<file path="config.mk">
export PLATFORM = sky130hd
export DESIGN_NAME = uart_regif
export DESIGN_NICKNAME = d
export VERILOG_FILES = /design/src/rtl/uart_regif_pkg.sv /design/src/rtl/byte_fifo.sv /design/src/rtl/uart_tx_core.sv /design/src/rtl/uart_rx_core.sv /design/src/rtl/uart_regif.sv
export SDC_FILE = /design/constraint.sdc
export NUM_CORES = 1
export LEC_CHECK = 0
export ABC_CLOCK_PERIOD_IN_PS = 8400
export BUFFER_PORTS_ARGS = -buffer_cell sky130_fd_sc_hd__buf_2
export CORE_MARGIN = 1
export CORE_UTILIZATION = 60
export CTS_BUF_LIST = sky130_fd_sc_hd__clkbuf_4
export DETAILED_ROUTE_END_ITERATION = 8
export PLACE_DENSITY = 0.81
export SYNTH_ARGS = -nofsm -noshare
export SYNTH_HDL_FRONTEND = slang
export SYNTH_HIERARCHICAL = 1
export SYNTH_SLANG_ARGS = --single-unit
</file>
<file path="constraint.sdc">
create_clock -name clk -period 8.4 [get_ports clk]
set_input_delay 1.68 -clock clk [delete_from_list [all_inputs] [get_ports clk]]
set_output_delay 1.68 -clock clk [all_outputs]
set_load 0.02 [all_outputs]
</file>
<file path="src/rtl/uart_regif_pkg.sv">
package uart_regif_pkg;
  localparam int unsigned OFS_CTRL = 'h00;
  localparam int unsigned OFS_MODE = 'h04;
  localparam int unsigned OFS_BGEN = 'h18;
  localparam int unsigned OFS_STAT = 'h2C;
  localparam int unsigned OFS_DATA = 'h30;
  localparam int unsigned OFS_BDIV = 'h34;

  localparam int CB_TXEN  = 4;
  localparam int CB_RXEN  = 2;
  localparam int CB_TXCLR = 1;
  localparam int CB_RXCLR = 0;
  localparam int SB_TXFULL  = 4;
  localparam int SB_RXEMPTY = 1;

  typedef enum logic [1:0] {RX_IDLE, RX_START, RX_DATA, RX_STOP} rx_state_t;
endpackage

</file>
<file path="src/rtl/byte_fifo.sv">
module byte_fifo #(
  parameter int W     = 8,
  parameter int DEPTH = 16
) (
  input  logic         clk,
  input  logic         rst,
  input  logic         clr,
  input  logic         push,
  input  logic [W-1:0] din,
  input  logic         pop,
  output logic [W-1:0] dout,
  output logic         empty,
  output logic         full
);
  localparam int AW = $clog2(DEPTH);

  logic [W-1:0] mem [DEPTH];
  logic [AW-1:0] wptr, rptr;
  logic [AW:0]   cnt;
  logic do_push, do_pop;

  assign empty   = (cnt == '0);
  assign full    = (cnt == (AW+1)'(DEPTH));
  assign do_push = push && !full;
  assign do_pop  = pop && !empty;
  assign dout    = mem[rptr];

  always_ff @(posedge clk) begin
    if (do_push) mem[wptr] <= din;
  end

  always_ff @(posedge clk) begin
    if (rst || clr) begin
      wptr <= '0;
      rptr <= '0;
      cnt  <= '0;
    end else begin
      if (do_push) wptr <= (wptr == AW'(DEPTH-1)) ? '0 : wptr + 1'b1;
      if (do_pop)  rptr <= (rptr == AW'(DEPTH-1)) ? '0 : rptr + 1'b1;
      case ({do_push, do_pop})
        2'b10:   cnt <= cnt + 1'b1;
        2'b01:   cnt <= cnt - 1'b1;
        default: cnt <= cnt;
      endcase
    end
  end
endmodule

</file>
<file path="src/rtl/uart_tx_core.sv">
module uart_tx_core #(
  parameter int OVS = 16
) (
  input  logic       clk,
  input  logic       rst,
  input  logic       clr,
  input  logic       tick,
  input  logic       en,
  input  logic       q_empty,
  input  logic [7:0] din,
  output logic       pop,
  output logic       txd,
  output logic       busy
);
  localparam int CW = $clog2(OVS);

  logic [8:0]    sh;
  logic [3:0]    bitn;
  logic [CW-1:0] tcnt;

  assign pop = !busy && en && !q_empty && !clr;

  always_ff @(posedge clk) begin
    if (rst || clr) begin
      busy <= 1'b0;
      txd  <= 1'b1;
      sh   <= '1;
      bitn <= '0;
      tcnt <= '0;
    end else if (pop) begin
      busy <= 1'b1;
      txd  <= 1'b0;
      sh   <= {1'b1, din};
      bitn <= '0;
      tcnt <= '0;
    end else if (busy && tick) begin
      if (tcnt == CW'(OVS-1)) begin
        tcnt <= '0;
        if (bitn == 4'd9) begin
          busy <= 1'b0;
        end else begin
          txd  <= sh[0];
          sh   <= {1'b1, sh[8:1]};
          bitn <= bitn + 1'b1;
        end
      end else begin
        tcnt <= tcnt + 1'b1;
      end
    end
  end
endmodule

</file>
<file path="src/rtl/uart_rx_core.sv">
module uart_rx_core import uart_regif_pkg::*; #(
  parameter int OVS = 16
) (
  input  logic       clk,
  input  logic       rst,
  input  logic       clr,
  input  logic       tick,
  input  logic       en,
  input  logic       rxd_s,
  output logic       push,
  output logic [7:0] dout
);
  localparam int CW = $clog2(OVS);

  rx_state_t     st;
  logic [CW-1:0] tcnt;
  logic [2:0]    bitn;
  logic          last_tick;

  assign last_tick = (tcnt == CW'(OVS-1));

  always_ff @(posedge clk) begin
    if (rst || clr) begin
      st   <= RX_IDLE;
      tcnt <= '0;
      bitn <= '0;
      dout <= '0;
      push <= 1'b0;
    end else begin
      push <= 1'b0;
      if (tick) begin
        case (st)
          RX_IDLE: if (!rxd_s) begin
            st   <= RX_START;
            tcnt <= '0;
          end
          RX_START: begin
            if (tcnt == CW'(OVS/2-1)) begin
              tcnt <= '0;
              bitn <= '0;
              st   <= rxd_s ? RX_IDLE : RX_DATA;
            end else tcnt <= tcnt + 1'b1;
          end
          RX_DATA: begin
            if (last_tick) begin
              tcnt <= '0;
              dout <= {rxd_s, dout[7:1]};
              if (bitn == 3'd7) st <= RX_STOP;
              else bitn <= bitn + 1'b1;
            end else tcnt <= tcnt + 1'b1;
          end
          default: begin
            if (last_tick) begin
              tcnt <= '0;
              push <= rxd_s && en;
              st   <= RX_IDLE;
            end else tcnt <= tcnt + 1'b1;
          end
        endcase
      end
    end
  end
endmodule

</file>
<file path="src/rtl/uart_regif.sv">
module uart_regif import uart_regif_pkg::*; #(
  parameter int ADDR_W     = 8,
  parameter int DATA_W     = 32,
  parameter int FIFO_DEPTH = 16,
  parameter int OVS        = 16
) (
  input  logic              clk,
  input  logic              rst,
  input  logic              bus_wr,
  input  logic              bus_rd,
  input  logic [ADDR_W-1:0] bus_addr,
  input  logic [DATA_W-1:0] bus_wdata,
  output logic [DATA_W-1:0] bus_rdata,
  input  logic              sample_tick,
  input  logic              rxd,
  output logic              txd,
  output logic [15:0]       baud_gen,
  output logic [7:0]        baud_div
);
  localparam int CTRL_W = 9;
  localparam int MODE_W = 11;

  logic [CTRL_W-1:0] ctrl_q;
  logic [MODE_W-1:0] mode_q;
  logic [1:0]        rx_sync;
  logic unused_wdata;

  logic wr_ctrl, wr_data, rd_data;
  logic tx_clr, rx_clr;
  logic tx_pop, tx_full, tx_empty, tx_busy;
  logic rx_push, rx_full, rx_empty;
  logic [7:0] tx_dout, rx_byte, rx_dout;
  logic [DATA_W-1:0] stat_word;

  assign unused_wdata = ^bus_wdata[DATA_W-1:16];

  assign wr_ctrl = bus_wr && (bus_addr == ADDR_W'(OFS_CTRL));
  assign wr_data = bus_wr && (bus_addr == ADDR_W'(OFS_DATA));
  assign rd_data = bus_rd && (bus_addr == ADDR_W'(OFS_DATA));
  assign tx_clr  = wr_ctrl && bus_wdata[CB_TXCLR];
  assign rx_clr  = wr_ctrl && bus_wdata[CB_RXCLR];

  always_comb begin
    stat_word = '0;
    stat_word[SB_TXFULL]  = tx_full;
    stat_word[SB_RXEMPTY] = rx_empty;
  end

  always_ff @(posedge clk) begin
    if (rst) rx_sync <= 2'b11;
    else     rx_sync <= {rx_sync[0], rxd};
  end

  always_ff @(posedge clk) begin
    if (rst) begin
      ctrl_q   <= '0;
      mode_q   <= '0;
      baud_gen <= '0;
      baud_div <= '0;
    end else if (bus_wr) begin
      case (int'(bus_addr))
        OFS_CTRL: ctrl_q   <= {bus_wdata[CTRL_W-1:2], 2'b00};
        OFS_MODE: mode_q   <= bus_wdata[MODE_W-1:0];
        OFS_BGEN: baud_gen <= bus_wdata[15:0];
        OFS_BDIV: baud_div <= bus_wdata[7:0];
        default: ;
      endcase
    end
  end

  always_ff @(posedge clk) begin
    if (rst) begin
      bus_rdata <= '0;
    end else if (bus_rd) begin
      case (int'(bus_addr))
        OFS_CTRL: bus_rdata <= DATA_W'(ctrl_q);
        OFS_MODE: bus_rdata <= DATA_W'(mode_q);
        OFS_BGEN: bus_rdata <= DATA_W'(baud_gen);
        OFS_STAT: bus_rdata <= stat_word;
        OFS_DATA: bus_rdata <= rx_empty ? '0 : DATA_W'(rx_dout);
        OFS_BDIV: bus_rdata <= DATA_W'(baud_div);
        default:  bus_rdata <= '0;
      endcase
    end
  end

  byte_fifo #(.W(8), .DEPTH(FIFO_DEPTH)) u_txq (
    .clk(clk), .rst(rst), .clr(tx_clr),
    .push(wr_data), .din(bus_wdata[7:0]),
    .pop(tx_pop), .dout(tx_dout),
    .empty(tx_empty), .full(tx_full)
  );

  uart_tx_core #(.OVS(OVS)) u_tx (
    .clk(clk), .rst(rst), .clr(tx_clr), .tick(sample_tick),
    .en(ctrl_q[CB_TXEN]), .q_empty(tx_empty), .din(tx_dout),
    .pop(tx_pop), .txd(txd), .busy(tx_busy)
  );

  byte_fifo #(.W(8), .DEPTH(FIFO_DEPTH)) u_rxq (
    .clk(clk), .rst(rst), .clr(rx_clr),
    .push(rx_push), .din(rx_byte),
    .pop(rd_data), .dout(rx_dout),
    .empty(rx_empty), .full(rx_full)
  );

  uart_rx_core #(.OVS(OVS)) u_rx (
    .clk(clk), .rst(rst), .clr(rx_clr), .tick(sample_tick),
    .en(ctrl_q[CB_RXEN]), .rxd_s(rx_sync[1]),
    .push(rx_push), .dout(rx_byte)
  );
endmodule

</file>
==> After elaboration in Yosys (flattened, before gate mapping) <==
Memories as Yosys holds them, arrays and structs flattened. A register that Yosys moved wholly into a read port is not among the register bits.
Cells that the tools add are included.
{ "op_classes": {"n_reduce_logical": 46, "bitwise": 3, "muxes": 44, "eq_ne": 28, "n_addsub": 12} }
{ "ops": {"columns": ["operator", "n"], "rows": [
  ["$pmux 16 s6", 1],
  ["$mux 4", 12],
  ["$mux 8", 5],
  ["$add 4x1->4 const B", 7],
  ["$eq 4x4->1 const B", 7],
  ["$eq 8x6->1 const B", 3],
  ["$pmux 5 s2", 2],
  ["$logic_and 1x1->1", 14],
  ["$mux 1", 12],
  ["$mux 2", 6],
  ["$reduce_and 3->1", 4],
  ["$reduce_bool 2->1", 6],
  ["$add 5x1->5 const B", 2],
  ["$eq 5x5->1 const B", 2],
  ["$logic_not 5->1", 2],
  ["$reduce_and 2->1", 5],
  ["$sub 5x1->5 const B", 2],
  ["$mux 3", 3],
  ["$eq 8x3->1 const B", 1],
  ["$eq 8x5->1 const B", 1],
  ["$logic_not 8->1", 1],
  ["$pmux 4 s2", 1],
  ["$eq 2x1->1 const B", 3],
  ["$eq 2x2->1 const B", 3],
  ["other kinds (16)", 28]
]} }
{ "totals": {"mem_count": 2, "register_bits": 138, "elab_cells": 157, "input_bits": 46, "mem_bits_rw": 256} }
{ "mem_list": {"columns": ["memory", "depth", "width", "rd", "rd_clocked_by_memory_dff", "wr", "line_no", "source"], "rows": [
  ["u_rxq.mem", 16, 8, 1, 1, 1, "byte_fifo.sv:17", "logic [W-1:0] mem [DEPTH];"],
  ["u_txq.mem", 16, 8, 1, 1, 1, "byte_fifo.sv:17", null]
]} }

==> Longest topological paths before layout <==
Gate-level depths: netlist (run 1).
{ "depth": {"word_depth": 8, "ltp_mapped": 18, "mapped_depth_nobuf": 14} }

==> Hierarchy <==
Netlist (run 1), hierarchy kept.
{ "modules_own_cells": {"columns": ["mod", "seq_area_each_um2", "area_each_um2", "cells_each", "n_inst"], "rows": [
  ["byte_fifo", 4184.0, 5871.9, 299, 2],
  ["uart_regif", 1201.2, 2850.2, 326, 1],
  ["uart_tx_core", 360.3, 832.0, 96, 1],
  ["uart_rx_core", 360.3, 802.0, 87, 1]
]} }

==> Least setup slack after synthesis (run 1) <==
OpenSTA, ideal clock, no wires.
{ "synth_timing": {"path_kind": "input -> register", "startpoint": "input bus_addr[4]", "endpoint": "register u_txq.cnt[2]", "setup_time_ns": 0.071, "required_ns": 8.329, "t_arrival_ns": 4.621, "path_stages": 18, "path_slack_ns": 3.708, "path_cell_list": "buf_2 > nor4_4 > and2_2 > buf_4 > and3_1 > nand2b_1 > buf_2 > clkinv_2 > o21ai_4 > inv_1 > ha_1 > clkbuf_1 > xor2_1 > ha_1 > a21oi_1 > xnor2_1 > or3_1 > a21oi_1"} }
{ "synth_via": {"elab_chain_cells": 8, "elab_cells_between_ends": 14, "cone_classes": "eq/ne: 3; mux: 1; reduce/logical: 10"} }
{ "synth_lines": {"columns": ["item", "line_no", "source"], "rows": [
  ["start: declaration", "uart_regif.sv:11", "input logic [ADDR_W-1:0] bus_addr,"],
  ["$logic_not 8->1 (*)", "uart_regif.sv:37", "assign wr_ctrl = bus_wr && (bus_addr == ADDR_W'(OFS_CTRL));"],
  ["$logic_and 1x1->1 (*)", "uart_regif.sv:37", null],
  ["$logic_and 1x1->1 (*)", "uart_regif.sv:40", "assign tx_clr = wr_ctrl && bus_wdata[CB_TXCLR];"],
  ["via tx_clr", "uart_regif.sv:29", "logic tx_clr, rx_clr;"],
  ["$logic_not 1->1 (*)", "uart_tx_core.sv:21", "assign pop = !busy && en && !q_empty && !clr;"],
  ["$logic_and 1x1->1 (*)", "uart_tx_core.sv:21", null],
  ["via tx_pop", "uart_regif.sv:30", "logic tx_pop, tx_full, tx_empty, tx_busy;"],
  ["$logic_and 1x1->1 (*)", "byte_fifo.sv:25", "assign do_pop = pop && !empty;"],
  ["$eq 2x1->1 or $eq 2x2->1 (tied branches)", "byte_fifo.sv:40", "case ({do_push, do_pop})"],
  ["$pmux 5 s2 or $reduce_bool 2->1 (tied branches)", null, null],
  ["end signal: assignment", "byte_fifo.sv:41", "2'b10: cnt <= cnt + 1'b1;"],
  ["end signal: assignment", "byte_fifo.sv:42", "2'b01: cnt <= cnt - 1'b1;"],
  ["end signal: assignment", "byte_fifo.sv:43", "default: cnt <= cnt;"],
  ["end: declaration", "byte_fifo.sv:19", "logic [AW:0] cnt;"]
]} }
Mark *: on every way through the listed nets, which the timed path passes. The rest lies on a longest branch.
A chain may end at the register's enable or synchronous reset.

==> Final worst setup path (run 1) <==
{ "layout_timing": {"startpoint": "input bus_addr[1]", "endpoint": "register u_txq.cnt[2]"} }
Same word-level chain as after synthesis.

==> results of run 1 <==
path summary, 6_finish.rpt:
path | end | slack [ns]
max reg2reg | u_txq/cnt[2] | 4.71
max | u_txq/cnt[2] | 3.75
min | rx_sync[1] | 0.42
min reg2reg | rx_sync[1] | 0.42
cell type report:
class | instances | area, sq um | area share (%)
Antenna cell | 1 | 2.502 | 0.01399
Clock buffer | 140 | 1051 | 5.877
Clock inverter | 35 | 197.7 | 1.105
Inverter | 18 | 68.82 | 0.3848
Multi-Input combinational cell | 632 | 5425 | 30.34
Sequential cell | 386 | 10290 | 57.56
Tap cell | 335 | 419.2 | 2.344
Timing Repair Buffer | 80 | 425.4 | 2.379
metal layers:
layer	routed length [microns]	vias to the layer above
li1	-	4499
met1	13640	4920
met2	16680	434
met3	2766	77
met4	843	0
met5	0	-
sequential cells by signal (all words and copies together), names as in the netlist, 5 cells and up, named ones only:
register   cells
u_rxq/mem    128
u_txq/mem    128
baud_gen      16
bus_rdata     16
mode_q        11
baud_div       8
u_rx/dout      8
u_tx/sh        8
ctrl_q         7
u_rxq/cnt      5
u_txq/cnt      5
worst max-delay path, delay by kind of cell:
| family | cells | cell delay, ns |
|---|---|---|
| AND/OR/NAND/NOR | 5 | 1.84 |
| adder cells (fa/ha/maj) | 2 | 0.52 |
| buffers and inverters | 3 | 0.50 |
| AO/OA/AOI/OAI | 3 | 0.46 |
| XOR/XNOR | 2 | 0.28 |
per-stage QoR:
stage | worst slack (ns) | cells | total power [mW] | hold WS [ns]
after floorplan | 3.708 | 1121 | 2.099 | 0.3895
after global placement | 3.202 | 1451 | 2.124 | 0.4191
after detailed placement | 3.108 | 1451 | 2.126 | 0.4306
after CTS | 3.849 | 1626 | 3.669 | 0.4323
after global routing | 3.529 | 1627 | 3.775 | 0.4477
final | 3.751 | 1627 | 3.633 | 0.4249
power groups by stage:
stage	sequential [mW]	clock, mW	combinational, mW
2_1_floorplan	2.06	0	0.0403
3_3_place_gp	2.06	0	0.0678
3_5_place_dp	2.06	0	0.0694
4_1_cts	2.01	1.59	0.0695
5_1_grt	2.01	1.69	0.0750
6_report	2.01	1.55	0.0699
==> PnR_summary.wiki, run 1 <==
{| class="wikitable"
! Metric !! Value
|-
| Overall routing resource usage || 25.16%
|-
| Via count || 9,930
|-
| Instance count of the mapped netlist || 1,106
|-
| Violations in the final reports || DRC
|-
| Mean instance size in the synthesized netlist || 14.67 sq um
|-
| Critical path required time || 9.05 ns
|-
| Global routing usage on met1 || 33.94%
|-
| CTS root buffer || clkbuf_4
|-
| Total internal power || 2.834 mW
|-
| Reported max-cap violation count || 0
|-
| Peak ir drop on the vdd network || 0.1387 mV
|-
| Average wire per cell in the routed design || 20.86 microns
|-
| Slew of the pin with the lowest slew margin || 1.209 ns
|-
| Cells on Worst Hold Path || 1
|-
| Post-route cell area || 17,880 sq um
|-
| Crit path cell chain || buf_2 > nor4_4 > and2_2 > and3_1 > nand2b_1 > clkinv_2 > o21ai_4 > inv_1 > ha_1 > xor2_1 > ha_1 > a21oi_1 > xnor2_1 > or3_1 > a21oi_1
|-
| Largest net degree at the start of global routing || 67
|-
| Ys Warns || 6
|-
| Most frequent cells in the layout || edfxtp_1 (256), clkbuf_4 (140), dfxtp_1 (127), nand2_1 (86), mux4_2 (80)
|-
| Leak pwr || 5.733 nW
|-
| Share of total power in combinational logic || 1.9%
|-
| Insertion delay to the later sink of the worst-skew pair || 0.75 ns
|-
| Clock buffers created by TritonCTS || 95
|-
| Setup Fix Bufs, Post-CTS || 0
|-
| DIE HEIGHT || 166.4 microns
|-
| Number of failing hold endpoints at the final stage || 0
|-
| Post-layout min period || 4.649 ns
|-
| GRT met3 Usage || 5.204%
|-
| Vias in the first global route || 9,740
|-
| Final setup skew || 0.06417 ns
|-
| First-pass detailed-route iteration total || 9
|-
| Pins over their slew limit || 0
|-
| Share of layout cells above drive strength 1 || 27.58%
|-
| Antenna violations before repair || 1
|-
| Start point of the worst min-delay path || rx_sync[0]
|-
| Total Negative Setup Slacks || 0 ns
|-
| Class of the tightest hold or removal check || register to register
|-
| Sequential Power Share || 55.5%
|-
| Power density normalized to cell area || 203.2 nW/um^2
|-
| Fraction of the cycle the final worst path needs || 55.34%
|-
| Net switching component of the power || 799.3 uW
|-
| Number of input and output port buffers inserted || 70
|-
| Clock edge transition at the registers on the reported setup and hold paths || 0.07 ns
|-
| CTS tree || yes
|-
| RePlAce Congestion || 0.8224
|-
| Total die area || 27,700 sq um
|-
| Total number of nets in the final design || 1,281
|-
| Slowest stage cell on the critical path || nor4_4
|-
| Residual DRC || 11
|-
| Routing usage on met2 || 40.23%
|-
| Drt total wl || 33,930 microns
|-
| Average vias per placed instance || 6.103
|-
| Fin util || 68.05%
|-
| Horiz. Die Dim || 166.4 microns
|-
| Critical register-to-register path startpoint || u_txq/cnt[0]
|-
| Critical path class || primary input to register
|-
| Share of total power in the clock network || 42.6%
|-
| Remaining Overflow, GRT || 0
|-
| Row count || 59
|-
| Switching fraction of total power || 22.00%
|-
| I/O pin cnt || 103
|-
| Number of DRC markers in iteration 0 || 978
|-
| Placed Instance Area || 16,630 sq um
|-
| Global-route wire length before repair || 53,240 microns
|-
| Result of the run || finished with violations
|-
| Tightest slew margin relative to the limit || 19.19%
|-
| Type of destination of the critical path || register
|-
| Setup repair after global routing missed its margin || false
|-
| Number of cell instances on the worst register-to-register path || 14
|-
| Most utilized layer in the global route result || met2
|-
| Synth-to-Final Area Change || 10.23%
|-
| Max H-tree Level || 3
|-
| Fmax || 0.2151 GHz
|-
| Data arrival at the endpoint of the critical path || 5.30 ns
|-
| Launch point of the critical path || bus_addr[1]
|-
| Highest net fanout along the worst path || 14
|-
| Final number of setup-violating endpoints || 0
|-
| Core footprint || 26,280 sq um
|-
| Placed wire-length estimate || 21,760 microns
|-
| Count of fill cells added during filler insertion || 1,737
|-
| CTS Hold Bufs || 0
|-
| Clock buffer depth || 3
|-
| Quantity of gates resized following cts || 0
|-
| Antenna Violating Nets Remaining || 0
|-
| Worst path max stage delay || 0.42 ns
|-
| Leading cell type in the layout, fill and taps excluded || edfxtp_1
|-
| Post-synthesis instance area || 16,220 sq um
|-
| Nature of the critical path startpoint || primary input
|-
| Initial standard-cell utilization of the core || 61.74%
|-
| CTS sink cnt || 386
|}
(Power assumes the default switching activity.)
==> run 2: changes to the inputs <==
--- a/config.mk
+++ b/config.mk
@@ -5,7 +5,8 @@
 export SDC_FILE = /design/constraint.sdc
 export NUM_CORES = 1
 export LEC_CHECK = 0
-export ABC_CLOCK_PERIOD_IN_PS = 8400
+export ABC_AREA = 1
+export ABC_CLOCK_PERIOD_IN_PS = 4300
 export BUFFER_PORTS_ARGS = -buffer_cell sky130_fd_sc_hd__buf_2
 export CORE_MARGIN = 1
 export CORE_UTILIZATION = 60
==> constraint.sdc (replaced) <==
create_clock -name clk -period 4.3 [get_ports clk]
set_input_delay 0.86 -clock clk [delete_from_list [all_inputs] [get_ports clk]]
set_output_delay 0.86 -clock clk [all_outputs]
set_load 0.02 [all_outputs]
==> run 2 against run 1 <==
Against the previous run:
- the flow now finishes without violations
- synthesized cell count rose by 57%
- non-clock buffer count down 1
- highest routed layer unchanged
- global-route usage is 0.97 points higher
- largest cell class unchanged
==> PnR_summary.wiki, run 2 <==
{| class="wikitable"
! Metric !! Value
|-
| Critical path required time || 4.88 ns (-4.17 ns)
|-
| Count of fill cells added during filler insertion || 2,145 (+23%)
|-
| DIE HEIGHT || 170.7 microns (+2.5%)
|-
| Clock buffer depth || 3 (unchanged)
|-
| Placement Setup Slack || 0.3090 ns (-2.799 ns)
|-
| Leading cell type in the layout, fill and taps excluded || nand2_1
|-
| Drt total wl || 37,710 microns (+11%)
|-
| CTS Hold Bufs || 0 (unchanged)
|-
| Power density normalized to cell area || 379.7 nW/um^2 (+87%)
|-
| Residual DRC || 0 (-11)
|-
| Average vias per placed instance || 5.476 (-10%)
|-
| Critical path class || primary input to register
|-
| Ys Warns || 6 (unchanged)
|-
| Clock edge transition at the registers on the reported setup and hold paths || 0.06 ns (about the same)
|-
| Dominant delay contributor by cell family on the critical path || simple AND/OR/NAND/NOR gates
|-
| CTS root buffer || clkbuf_4
|-
| First-pass detailed-route iteration total || 5 (-4)
|-
| Share of layout cells above drive strength 1 || 15.76% (-12 points)
|-
| Final number of setup-violating endpoints || 0 (unchanged)
|-
| Total number of nets in the final design || 1,915 (+49%)
|-
| Registers with the most flip-flops || u_rxq/mem (128), u_txq/mem (128)
|-
| Total Negative Setup Slacks || 0 ns (unchanged)
|-
| Number of DRC markers in iteration 0 || 1,106 (+13%)
|-
| Reported max-cap violation count || 0 (unchanged)
|-
| Row count || 61 (+3.4%)
|-
| Final setup skew || 0.07219 ns (+0.008018 ns)
|-
| Final WS setup || 0.9468 ns (-2.805 ns)
|-
| Via count || 12,600 (+27%)
|-
| Setup Fix Bufs, Post-CTS || 0 (unchanged)
|-
| Initial standard-cell utilization of the core || 61.27% (-0.46 points)
|-
| Overall routing resource usage || 26.13% (+0.97 points)
|-
| Vias in the first global route || 11,840 (+22%)
|-
| Cells on Worst Hold Path || 2 (+1)
|-
| Post-route cell area || 18,670 sq um (+4.4%)
|-
| Insertion delay to the later sink of the worst-skew pair || 0.73 ns (-0.02 ns)
|-
| Fmax || 0.2982 GHz
|-
| I/O pin cnt || 103 (unchanged)
|-
| Tightest slew margin relative to the limit || 27.72% (+8.5 points)
|-
| Average wire per cell in the routed design || 16.39 microns (-21%)
|-
| Crit path buffers/inverters || 6 (+3)
|-
| Start point of the worst min-delay path || rxd
|-
| Data arrival at the endpoint of the critical path || 3.94 ns (-1.36 ns)
|-
| Slowest stage cell on the critical path || nor3_4
|-
| Class of the tightest hold or removal check || primary input to register
|-
| Quantity of gates resized following cts || 0 (unchanged)
|-
| Post-synthesis instance area || 17,070 sq um (+5.2%)
|-
| Placed Instance Area || 17,480 sq um (+5.1%)
|-
| Global-route wire length before repair || 59,150 microns (+11%)
|-
| Reg area || 10,300 sq um (about the same)
|-
| Leak pwr || 7.479 nW (+30%)
|-
| Largest net degree at the start of global routing || 114 (+70%)
|-
| Instance count of the mapped netlist || 1,741 (+57%)
|-
| Highest net fanout along the worst path || 10 (-4)
|-
| Reg2Reg Capture Point || u_txq/cnt[4]
|-
| Antenna Violating Nets Remaining || 0 (unchanged)
|-
| Number of input and output port buffers inserted || 70 (unchanged)
|-
| Peak ir drop on the vdd network || 0.2789 mV (+100%)
|-
| Pins over their slew limit || 0 (unchanged)
|-
| Fraction of the cycle the final worst path needs || 77.98%
|-
| Horiz. Die Dim || 170.7 microns (+2.5%)
|-
| Result of the run || complete, no violations
|-
| Critical register-to-register path startpoint || u_txq/cnt[0]
|-
| Placed wire-length estimate || 23,930 microns (+10%)
|-
| Remaining Overflow, GRT || 0 (unchanged)
|-
| CTS tree || yes
|-
| Slew of the pin with the lowest slew margin || 1.084 ns (-0.1248 ns)
|-
| Type of destination of the critical path || register
|-
| Most frequent cells in the layout || nand2_1 (273), edfxtp_1 (256), inv_1 (230), nor2_1 (153), nand3_1 (152)
|-
| Synth-to-Final Area Change || 9.368%
|-
| Post-layout min period || 3.353 ns
|-
| Most frequent cell on the critical path || nand2_1
|-
| Total die area || 29,130 sq um (+5.1%)
|-
| Antenna violations before repair || 1 (unchanged)
|-
| Clock buffers created by TritonCTS || 94 (-1.1%)
|-
| Core footprint || 27,860 sq um (+6.0%)
|-
| Worst path max stage delay || 0.36 ns (-0.06 ns)
|-
| Crit path cell chain || buf_2 > nor2_1 > nand2_1 > nor3_4 > nand2_4 > nor2_1 > nor2_1 > nand2_1 > inv_1 > nand2_1 > inv_1 > ha_1 > inv_1 > nand2_1 > nand2_1 > ha_1 > inv_1 > nand2_1 > nand3_1 > nand3_1 > nand3_1 > nand2_1 > inv_1
|-
| CTS sink cnt || 386 (unchanged)
|-
| Reg2reg setup slack || 1.57 ns (-3.14 ns)
|-
| Max H-tree Level || 3 (unchanged)
|-
| Setup repair after global routing missed its margin || false
|-
| Number of failing hold endpoints at the final stage || 0 (unchanged)
|-
| End point of the worst hold path || rx_sync[0]
|-
| RePlAce Congestion || 0.8953 (+8.9%)
|-
| Mean instance size in the synthesized netlist || 9.804 sq um (-33%)
|-
| Nature of the critical path startpoint || primary input
|-
| Multi-input logic area || 5356 sq um (-1.3%)
|-
| Number of cell instances on the worst register-to-register path || 21 (+7)
|}
run 2: changes by cell type in the layout (fill, tap and decap cells not counted), moves of 19 or more:
cell      change
a21oi_1      +64
and2_1       -26
inv_1       +213
mux2i_1      -27
mux4_2       -80
nand2_1     +187
nand3_1     +102
nor2_1      +103
o211ai_1     +38
o211ai_2     +19
o21ai_0     +128
run 2: how the worst max path moves through the flow:
stage	start	to	slack (ns)	cells after the start
finish	bus_addr[7]	u_txq/cnt[4]	0.95	23
global route	bus_addr[5]	u_txq/cnt[4]	0.60	23
CTS	bus_addr[7]	u_txq/cnt[4]	1.03	23
detailed placement	bus_addr[7]	u_txq/cnt[4]	0.31	23
global placement	bus_addr[7]	u_txq/cnt[4]	0.43	23
floorplan	bus_addr[5]	u_txq/cnt[4]	1.02	22
run 2: layout make-up:
class                   count  share of cell area, %
clock inverters            39                  1.039
well taps                 378                  2.534
flip-flops and latches    386                  55.17
multi-input cells        1040                  28.69
clock buffers             132                  5.308
repair buffers             79                  2.239
inverters                 246                  5.000
diodes                      1                0.01340
run 2: metal layers:
metal	GRT usage [%]	wire length (microns)	vias to the layer above
li1	-	-	6103
met1	33.14	15480	5858
met2	42.72	18090	535
met3	4.973	2648	104
met4	13.63	1502	0
met5	0	0	-
run 2: power breakdown:
part	total, mW	switching (mW)	internal, mW	leakage, nW
Combinational	0.215	0.158	0.0563	3.71
Clock	2.92	1.43	1.49	0.682
Sequential	3.96	0.0142	3.94	3.08
Total	7.09	1.60	5.49	7.48
run 2: metrics by stage:
step / instances / hold WS (ns) / total power, mW / util [%]
finish: 2301 / 0.3272 / 7.088 / 67.01
CTS: 2300 / 0.2725 / 7.145 / 67.00
floorplan: 1756 / 0.3895 / 4.182 / -
detailed placement: 2129 / 0.3983 / 4.249 / 62.75
global placement: 2129 / 0.3946 / 4.242 / 62.75
global route: 2301 / 0.2859 / 7.351 / 67.01
